===== config.mk =====
export PLATFORM = sky130hd
export DESIGN_NAME = boot_reset_seq
export DESIGN_NICKNAME = d
export VERILOG_FILES = /design/src/rtl/boot_rst_pkg.sv /design/src/rtl/rst_request_gen.sv /design/src/rtl/rst_hold_timer.sv /design/src/rtl/boot_overlay_flag.sv /design/src/rtl/addr_overlay_map.sv /design/src/rtl/boot_reset_seq.sv
export SDC_FILE = /design/constraint.sdc
export NUM_CORES = 1
export LEC_CHECK = 0
export ABC_AREA = 1
export BUFFER_PORTS_ARGS = -buffer_cell sky130_fd_sc_hd__buf_2
export CAP_MARGIN = 20
export CORE_UTILIZATION = 46
export CTS_CLUSTER_DIAMETER = 60
export DETAILED_ROUTE_END_ITERATION = 8
export PLACE_DENSITY = 0.85
export SETUP_SLACK_MARGIN = 0.2
export SYNTH_ARGS = -nofsm -noshare
export SYNTH_HDL_FRONTEND = slang
export SYNTH_HIERARCHICAL = 1
export SYNTH_SLANG_ARGS = --single-unit

===== constraint.sdc =====
create_clock -name clk_i -period 1.8 [get_ports clk_i]
set_input_delay 0.09 -clock clk_i [delete_from_list [all_inputs] [get_ports clk_i]]
set_output_delay 0.09 -clock clk_i [all_outputs]
set_load 0.01 [all_outputs]

===== src/rtl/boot_rst_pkg.sv =====
package boot_rst_pkg;

    // Source classes, ordered so that a larger value means a longer hold.
    typedef enum logic [1:0] {
        SRC_NONE = 2'd0,
        SRC_BTN  = 2'd1,
        SRC_SW   = 2'd2,
        SRC_PWR  = 2'd3
    } rst_src_e;

endpackage


===== src/rtl/rst_request_gen.sv =====
module rst_request_gen
    import boot_rst_pkg::*;
(
    input  logic     clk_i,
    input  logic     rst_n_i,
    input  logic     btn_i,
    input  logic     sw_rst_i,
    output logic     req_valid_o,
    output rst_src_e req_src_o
);

    typedef struct packed {
        logic btn;
    } req_state_t;

    req_state_t st_d, st_q;
    logic       btn_edge;

    always_comb begin
        st_d       = st_q;
        st_d.btn   = btn_i;
        btn_edge   = btn_i & ~st_q.btn;
        req_valid_o = btn_edge | sw_rst_i;
        if (sw_rst_i) begin
            req_src_o = SRC_SW;
        end else if (btn_edge) begin
            req_src_o = SRC_BTN;
        end else begin
            req_src_o = SRC_NONE;
        end
    end

    always_ff @(posedge clk_i or negedge rst_n_i) begin
        if (!rst_n_i) begin
            st_q <= '0;
        end else begin
            st_q <= st_d;
        end
    end


    btn_held_no_retrigger_chk: assert property (@(posedge clk_i) disable iff (!rst_n_i)
        (btn_i && $past(btn_i) && !sw_rst_i) |-> !req_valid_o);


    sw_wins_chk: assert property (@(posedge clk_i) disable iff (!rst_n_i)
        sw_rst_i |-> (req_src_o == SRC_SW));

endmodule


===== src/rtl/rst_hold_timer.sv =====
module rst_hold_timer
    import boot_rst_pkg::*;
#(
    parameter int PRE_DIV    = 1000,
    parameter int PWR_TICKS  = 1000,
    parameter int BTN_CYCLES = 10,
    parameter int SW_CYCLES  = 124
) (
    input  logic     clk_i,
    input  logic     rst_n_i,
    input  logic     req_valid_i,
    input  rst_src_e req_src_i,
    output logic     active_o
);

    localparam int MAX_AB  = (BTN_CYCLES > SW_CYCLES) ? BTN_CYCLES : SW_CYCLES;
    localparam int MAX_LEN = (MAX_AB > PWR_TICKS) ? MAX_AB : PWR_TICKS;
    localparam int CNT_W   = $clog2(MAX_LEN + 1);
    localparam int PRE_W   = (PRE_DIV > 1) ? $clog2(PRE_DIV) : 1;

    localparam logic [PRE_W-1:0] PRE_LAST = PRE_W'(PRE_DIV - 1);
    localparam logic [CNT_W-1:0] LEN_PWR  = CNT_W'(PWR_TICKS - 1);
    localparam logic [CNT_W-1:0] LEN_BTN  = CNT_W'(BTN_CYCLES - 1);
    localparam logic [CNT_W-1:0] LEN_SW   = CNT_W'(SW_CYCLES - 1);

    typedef struct packed {
        rst_src_e         src;
        logic [CNT_W-1:0] cnt;
        logic [PRE_W-1:0] pre;
    } hold_state_t;

    hold_state_t st_d, st_q;
    logic        tick;
    rst_src_e    nxt_src;

    function automatic logic [CNT_W-1:0] len_of(input rst_src_e s);
        case (s)
            SRC_PWR: len_of = LEN_PWR;
            SRC_SW:  len_of = LEN_SW;
            SRC_BTN: len_of = LEN_BTN;
            default: len_of = '0;
        endcase
    endfunction

    always_comb begin
        st_d    = st_q;
        tick    = (st_q.src != SRC_PWR) || (st_q.pre == PRE_LAST);
        nxt_src = SRC_NONE;
        if (st_q.src != SRC_NONE) begin
            if (st_q.src == SRC_PWR) begin
                st_d.pre = (st_q.pre == PRE_LAST) ? '0 : st_q.pre + 1'b1;
            end
            if (tick) begin
                if (st_q.cnt == '0) begin
                    st_d.src = SRC_NONE;
                end else begin
                    st_d.cnt = st_q.cnt - 1'b1;
                end
            end
        end
        if (req_valid_i) begin
            nxt_src  = (st_q.src > req_src_i) ? st_q.src : req_src_i;
            st_d.src = nxt_src;
            st_d.cnt = len_of(nxt_src);
            st_d.pre = '0;
        end
    end

    always_ff @(posedge clk_i or negedge rst_n_i) begin
        if (!rst_n_i) begin
            st_q.src <= SRC_PWR;
            st_q.cnt <= LEN_PWR;
            st_q.pre <= '0;
        end else begin
            st_q <= st_d;
        end
    end

    assign active_o = (st_q.src != SRC_NONE);


    no_demote_chk: assert property (@(posedge clk_i) disable iff (!rst_n_i)
        (req_valid_i && st_q.src == SRC_PWR) |=> (st_q.src == SRC_PWR && st_q.pre == '0));


    early_release_chk: assert property (@(posedge clk_i) disable iff (!rst_n_i)
        (st_q.src != SRC_NONE && st_q.cnt != '0) |=> (st_q.src != SRC_NONE));


    cnt_bound_chk: assert property (@(posedge clk_i) disable iff (!rst_n_i)
        (st_q.src == SRC_BTN) |-> (st_q.cnt <= LEN_BTN));


    req_starts_chk: assert property (@(posedge clk_i) disable iff (!rst_n_i)
        req_valid_i |=> active_o);

endmodule


===== src/rtl/boot_overlay_flag.sv =====
module boot_overlay_flag #(
    parameter int                ADDR_W   = 24,
    parameter int                DATA_W   = 16,
    parameter logic [ADDR_W-1:0] CLR_ADDR = 24'hE43000,
    parameter logic [DATA_W-1:0] CLR_DATA = 16'h8000
) (
    input  logic              clk_i,
    input  logic              rst_n_i,
    input  logic              set_i,
    input  logic              wr_i,
    input  logic [ADDR_W-1:0] addr_i,
    input  logic [DATA_W-1:0] data_i,
    output logic              flag_o
);

    typedef struct packed {
        logic flag;
    } ovl_state_t;

    ovl_state_t st_d, st_q;
    logic       hit;

    always_comb begin
        st_d = st_q;
        hit  = wr_i && (addr_i == CLR_ADDR) && (data_i == CLR_DATA);
        if (set_i) begin
            st_d.flag = 1'b1;
        end else if (hit) begin
            st_d.flag = 1'b0;
        end
    end

    always_ff @(posedge clk_i or negedge rst_n_i) begin
        if (!rst_n_i) begin
            st_q.flag <= 1'b1;
        end else begin
            st_q <= st_d;
        end
    end

    assign flag_o = st_q.flag;


    clear_only_by_write_chk: assert property (@(posedge clk_i) disable iff (!rst_n_i)
        $fell(st_q.flag) |-> $past(wr_i && !set_i));


    set_dominates_chk: assert property (@(posedge clk_i) disable iff (!rst_n_i)
        set_i |=> st_q.flag);

endmodule


===== src/rtl/addr_overlay_map.sv =====
module addr_overlay_map #(
    parameter int ADDR_W = 24
) (
    input  logic [ADDR_W-1:0] addr_i,
    input  logic              overlay_i,
    output logic [ADDR_W-1:0] phys_o,
    output logic              ram_inhibit_o
);

    localparam logic [ADDR_W-1:0] TOP_BIT = {1'b1, {(ADDR_W-1){1'b0}}};

    always_comb begin
        phys_o        = overlay_i ? (addr_i | TOP_BIT) : addr_i;
        ram_inhibit_o = overlay_i;
    end

endmodule


===== src/rtl/boot_reset_seq.sv =====
module boot_reset_seq
    import boot_rst_pkg::*;
#(
    parameter int PRE_DIV    = 1000,
    parameter int PWR_TICKS  = 1000,
    parameter int BTN_CYCLES = 10,
    parameter int SW_CYCLES  = 124,
    parameter int ADDR_W     = 24,
    parameter int DATA_W     = 16,
    parameter logic [ADDR_W-1:0] CLR_ADDR = 24'hE43000,
    parameter logic [DATA_W-1:0] CLR_DATA = 16'h8000
) (
    input  logic              clk_i,
    input  logic              pwr_good_i,
    input  logic              btn_i,
    input  logic              sw_rst_i,
    input  logic [ADDR_W-1:0] cpu_addr_i,
    input  logic              cpu_wr_i,
    input  logic [DATA_W-1:0] cpu_data_i,
    output logic              sys_rst_n_o,
    output logic              sys_halt_n_o,
    output logic [ADDR_W-1:0] phys_addr_o,
    output logic              ram_inhibit_o
);

    logic     req_valid;
    rst_src_e req_src;
    logic     hold_active;
    logic     overlay;

    rst_request_gen u_req (
        .clk_i       (clk_i),
        .rst_n_i     (pwr_good_i),
        .btn_i       (btn_i),
        .sw_rst_i    (sw_rst_i),
        .req_valid_o (req_valid),
        .req_src_o   (req_src)
    );

    rst_hold_timer #(
        .PRE_DIV    (PRE_DIV),
        .PWR_TICKS  (PWR_TICKS),
        .BTN_CYCLES (BTN_CYCLES),
        .SW_CYCLES  (SW_CYCLES)
    ) u_timer (
        .clk_i       (clk_i),
        .rst_n_i     (pwr_good_i),
        .req_valid_i (req_valid),
        .req_src_i   (req_src),
        .active_o    (hold_active)
    );

    boot_overlay_flag #(
        .ADDR_W   (ADDR_W),
        .DATA_W   (DATA_W),
        .CLR_ADDR (CLR_ADDR),
        .CLR_DATA (CLR_DATA)
    ) u_flag (
        .clk_i   (clk_i),
        .rst_n_i (pwr_good_i),
        .set_i   (hold_active | req_valid),
        .wr_i    (cpu_wr_i),
        .addr_i  (cpu_addr_i),
        .data_i  (cpu_data_i),
        .flag_o  (overlay)
    );

    addr_overlay_map #(
        .ADDR_W (ADDR_W)
    ) u_map (
        .addr_i        (cpu_addr_i),
        .overlay_i     (overlay),
        .phys_o        (phys_addr_o),
        .ram_inhibit_o (ram_inhibit_o)
    );

    assign sys_rst_n_o  = ~hold_active;
    assign sys_halt_n_o = ~hold_active;


    overlay_during_reset_chk: assert property (@(posedge clk_i) disable iff (!pwr_good_i)
        !sys_rst_n_o |-> ram_inhibit_o);


    top_bit_forced_chk: assert property (@(posedge clk_i) disable iff (!pwr_good_i)
        ram_inhibit_o |-> phys_addr_o[ADDR_W-1]);


    low_bits_kept_chk: assert property (@(posedge clk_i) disable iff (!pwr_good_i)
        phys_addr_o[ADDR_W-2:0] == cpu_addr_i[ADDR_W-2:0]);


    halt_follows_rst_chk: assert property (@(posedge clk_i) disable iff (!pwr_good_i)
        sys_halt_n_o == sys_rst_n_o);

endmodule


======== Word-level counts from Yosys, hierarchy flattened ========
Index checks and enable logic that the tools add are counted.
cells by class
  $add $sub $neg .......................... 2
  order comparisons ....................... 1
  equal/unequal tests ..................... 9
  multiplexer cells ....................... 14
  bitwise logic cells ..................... 5
  reductions and logical operators ........ 13
operators with widths
  kind                                                                    number
  22-bit 2-to-1 mux                                                       2
  10-bit 2-to-1 mux                                                       3
  10-bit case mux with 3 select lines                                     1
  24-bit equality test (second input constant)                            1
  24-bit 2-to-1 mux                                                       1
  16-bit equality test (second input constant)                            1
  12-bit 2-to-1 mux                                                       1
  2-bit nonzero test                                                      6
  10-bit by 1-bit adder with 10-bit output (second input constant)        1
  10-bit equality test (second input constant)                            1
  10-bit logical NOT                                                      1
  10-bit by 1-bit subtractor with 10-bit output (second input constant)   1
  2-bit equality test (second input constant)                             3
  2-bit 2-to-1 mux                                                        3
  3-bit AND reduction                                                     2
  2-bit != test (second input constant)                                   2
  1-bit 2-to-1 mux                                                        3
  2-bit by 1-bit equality test with 1-bit output (second input constant)  1
  2-bit greater-than comparator                                           1
  1-bit logical AND                                                       2
  1-bit inverter                                                          2
  1-bit OR                                                                2
  2-bit AND reduction                                                     1
  1-bit AND                                                               1
  1-bit logical OR                                                        1
storage, ports and cells
  register bits after elaboration ......... 24
  input port bits ......................... 45

======== Logic depth before layout (Yosys ltp) ========
  depth in word-level cells ............... 9
  gate-level depth with buffers ........... 14

======== By module ========
Netlist, hierarchy kept.
by module, submodules not included
  module             times used  cells each  area an instance (um2)  seq. area each (um2)
  rst_hold_timer     1           221         1,564.0                 563.0
  boot_overlay_flag  1           62          262.8                   26.3
  addr_overlay_map   1           27          191.4                   0.0
  rst_request_gen    1           7           56.3                    25.0
  boot_reset_seq     1           4           21.3                    0.0

======== Worst setup path before layout ========
OpenSTA, ideal clock, no wires.
  kind .................................... register to register
  start point ............................. register u_timer/st_q[21] (netlist bit)
  end point ............................... register u_timer/st_q[13] (netlist bit)
  setup time .............................. 0.116 ns
  arrival time ............................ 1.907 ns
  path slack .............................. -0.223 ns
  cell stages (with the launch flop) ...... 12
  path buffers ............................ 0
  cell sequence ........................... dfstp_2 inv_1 ha_1 nor2_1 o22ai_1 o21ai_0 inv_1 ha_1 nand2_1 o21ai_0 nand2_1 nand2_1
between the ends
  word-level cells in the longest chain between the ends .. 5
ends and longest elaborated chain
  item                                                                                   line                  text
  start, declared                                                                        rst_hold_timer.sv:32  hold_state_t st_d, st_q;
  start signal, assigned                                                                 rst_hold_timer.sv:75  st_q <= st_d;
  2-bit greater-than comparator                                                          rst_hold_timer.sv:62  nxt_src = (st_q.src > req_src_i) ? st_q.src : req_src_i;
  2-bit 2-to-1 mux                                                                       rst_hold_timer.sv:62
  2-bit by 1-bit equality test with 1-bit output or 2-bit equality test (tied branches)  rst_hold_timer.sv:37  case (s)
  10-bit case mux with 3 select lines                                                    rst_hold_timer.sv:37
  22-bit 2-to-1 mux                                                                      rst_hold_timer.sv:61  if (req_valid_i) begin
Parallel ways exist; a longest one is shown, timed or not.
A chain may end at the register's enable or synchronous reset.

======== Worst setup path in the final report ========
  start point ............................. register u_timer/st_q[20] (netlist bit)
  end point ............................... register u_timer/st_q[13] (netlist bit)
The elaborated chain is that of the path after synthesis.

==> qor.yml <==
slowest_delay_ns: 0.55
viasPerCell: 4.76
cts_made_buffers: 3
ant_nets: 0
startpoint_type: "flop"
crit_type: "flop to flop"
path_common_cell: "nand2_1"
crit_path_end_kind: "flop"
grt_pass1_wl_um: 8090
synth-warning-count: 6
route.detailed.drc: 0
grtUsageTotal_pct: 20.4
synth_top_family_by_area: "simple AND/OR/NAND/NOR gates"
leakagePower_uw: 0.00142
path_cells: "inv_2, ha_4, inv_2, o22ai_4, nand2_1, o21ai_2, inv_1, ha_1, nand2_1, o21ai_1, nand2_1, nand2_1"
clk_pin_slew_ns: 0.09
r2r_end: "u_timer/st_q[13]"
slew_headroom_pct: 63.0
clk_latency_ns: 0.27
post-route-worst-setup-slack_ns: -0.145
synth_cell_type_count: 27
row_count: 24
synth_area_um2: 2100
final_cell_mix: "nand2_1 (110), buf_2 (71), inv_1 (50)"
drv_slew: 0
min_from: "cpu_data_i[14]"
die_area_um2: 4830
setup_viol: 7
grt_antenna_before_repair: 0
cts_buffer_depth: 2
cts_max_level: 1
layout_commonest_cell: "nand2_1"
synth_simple_gate_area_share_pct: 36.8
crit-reg2reg-launch: "u_timer/st_q[20]"
min_period_over_period_pct: 108
ff2ff_path_depth: 12
n_antenna_cell: 0
power_density_nw_per_um2: 931
cp.arrival_ns: 2.12
synth.mux.area_fraction_pct: 0
synth_area_per_cell_um2: 6.53
grt_pass1_vias: 2005
grt_overflow: 0
hold_class: "primary input to flop"
synth-seq-cells: 24
ir_worst_vdd_mv: 0.598
io_buffers: 71
gp_congestion: 0.835
worst_pin_slew_ns: 0.555
wirelength_um: 4990
skew_ns: 0.00787
synthCells: 321
ios: 72
clockRootBuffer: "clkbuf_8"
cts.sinks: 24
die_w_um: 69.5
synth-seq-area-share_pct: 29.3
syn_to_final_growth_pct: 21.7
final_layout_size_suffix_gt1_share_pct: 34.6
dr.pass1.iters: 4
dieHeight_um: 69.5
seq_area_um2: 616
initial_utilization_pct: 48.1
r2r_slack_ns: -0.15
grt_max_degree: 25
drt_iter0_drc: 102
tritoncts: "built"
hpwl_um: 3710
final.setup.tns_ns: -0.699
failed_checks: "setup timing"
whs_endpoint: "u_flag/flag_o"
cp.required_ns: 1.97
cap_violations: 0
vias: 2068
nFillCells: 387
final_nets: 437
hold_depth: 7
core_um2: 4350
synth_compound_area_share_pct: 5.25
syn-num-nets: 375
multi_input_area_um2: 1140
cp_slowest_cell: "dfstp_2"
power_uw: 2370
wl_per_cell_um: 11.5
crit_fanout: 2
finalHoldViolCount: 0
period_minus_slack_ns: 1.95
max_clock_freq_mhz: 514
synth_xor_area_share_pct: 2.93
synth_fa_ha_area_share_pct: 5.37
status: "finished, violations left"
rsz0062_at_grt: "true"
## per-stage QoR
| stage | hold slack, ns | cells | utilization, % | area (µm²) | worst slack [ns] |
|---|---|---|---|---|---|
| 2_1_floorplan | -0.206 | 321 | - | 2130 | -0.0359 |
| 3_3_place_gp | 0.111 | 424 | 55.1 | 2400 | -0.00478 |
| 3_5_place_dp | 0.115 | 424 | 55.1 | 2400 | -0.0394 |
| 4_1_cts | 0.212 | 431 | 57.5 | 2500 | -0.0204 |
| 5_1_grt | 0.247 | 434 | 58.6 | 2550 | -0.232 |
| 6_report | 0.214 | 434 | 58.6 | 2550 | -0.145 |
## worst max-delay path by stage
stage                  endpoint  cells past startpoint  slack, ns             start
3_3_place_gp   u_timer/st_q[13]                     12     -0.005  u_timer/st_q[20]
2_1_floorplan  u_timer/st_q[13]                     12      -0.04  u_timer/st_q[20]
5_1_grt        u_timer/st_q[13]                     12      -0.23  u_timer/st_q[20]
6_report       u_timer/st_q[13]                     12      -0.15  u_timer/st_q[20]
4_1_cts        u_timer/st_q[13]                     12      -0.02  u_timer/st_q[20]
3_5_place_dp   u_timer/st_q[12]                     12      -0.04  u_timer/st_q[20]
## cell type report
type                    count  share of cell area [%]
multi-input cells         214                    44.5
flip-flops and latches     24                    24.1
repair buffers             85                    18.5
inverters                  55                    8.09
well taps                  52                    2.55
clock buffers               4                    2.16
## where the power goes
group	total [µW]	switching, µW	internal, µW
registers	846	122	724
logic	1160	684	475
clock network	369	173	195
total	2370	980	1390
## timing repair
action,in CTS,in global routing
pin swaps,3,4
hold buffers,2,0
gates cloned,0,1
gates resized for setup,6,7
buffers inserted,1,2
endpoints found under the hold margin,14,0
setup endpoints to repair,7,21
## Yosys cell counts
master     n  area [µm²]
a21oi_2    1        8.76
and2_1     1        6.26
buf_2      1        5.00
buf_4     27         203
buf_6      1        11.3
dfrtp_1   13         325
dfstp_2   11         289
ha_1       9         113
inv_1     53         199
inv_2      2        7.51
nand2_1  110         413
nand2_2    4        25.0
nand2_4    1        11.3
nand3_1   15        75.1
nand3_2    3        30.0
nand3_4    1        17.5
nand4_1    2        12.5
nor2_1    30         113
nor2_2     5        31.3
nor2_4     1        11.3
nor3_1     2        10.0
nor3_2     1        10.0
o21ai_0   14        70.1
o22ai_1    5        31.3
or2_2      1        6.26
xnor2_1    1        8.76
xor2_1     6        52.6
## cell families after synthesis
logic type                 count (synthesis)
and+or+nand+nor                          177
xor gates and xnor gates                   7
buffers and inverters                     84
DFF                                       24
adders and majority gates                  9
AOI/OAI and AO/OA                         20
## critical path: cells and delay by family, from the launching register on
kind	cells	cell delay, ns
fa+ha+maj	2	0.53
flops	1	0.55
compound gates	3	0.32
buf+inv	3	0.18
simple gates	4	0.27
## registers in the layout, indices dropped and copies added (netlist names)
register and count:
u_req/st_q 1, u_timer/st_q 22, u_flag/flag_o 1
## routing by layer
layer	global-route usage (%)	routed length, µm	vias up
met2	38.0	2640	70
met3	4.22	313	10
met4	5.67	56	0
met1	23.4	1980	921
met5	0	0	-
li1	-	-	1067
Power figures use the tool's default switching activity.
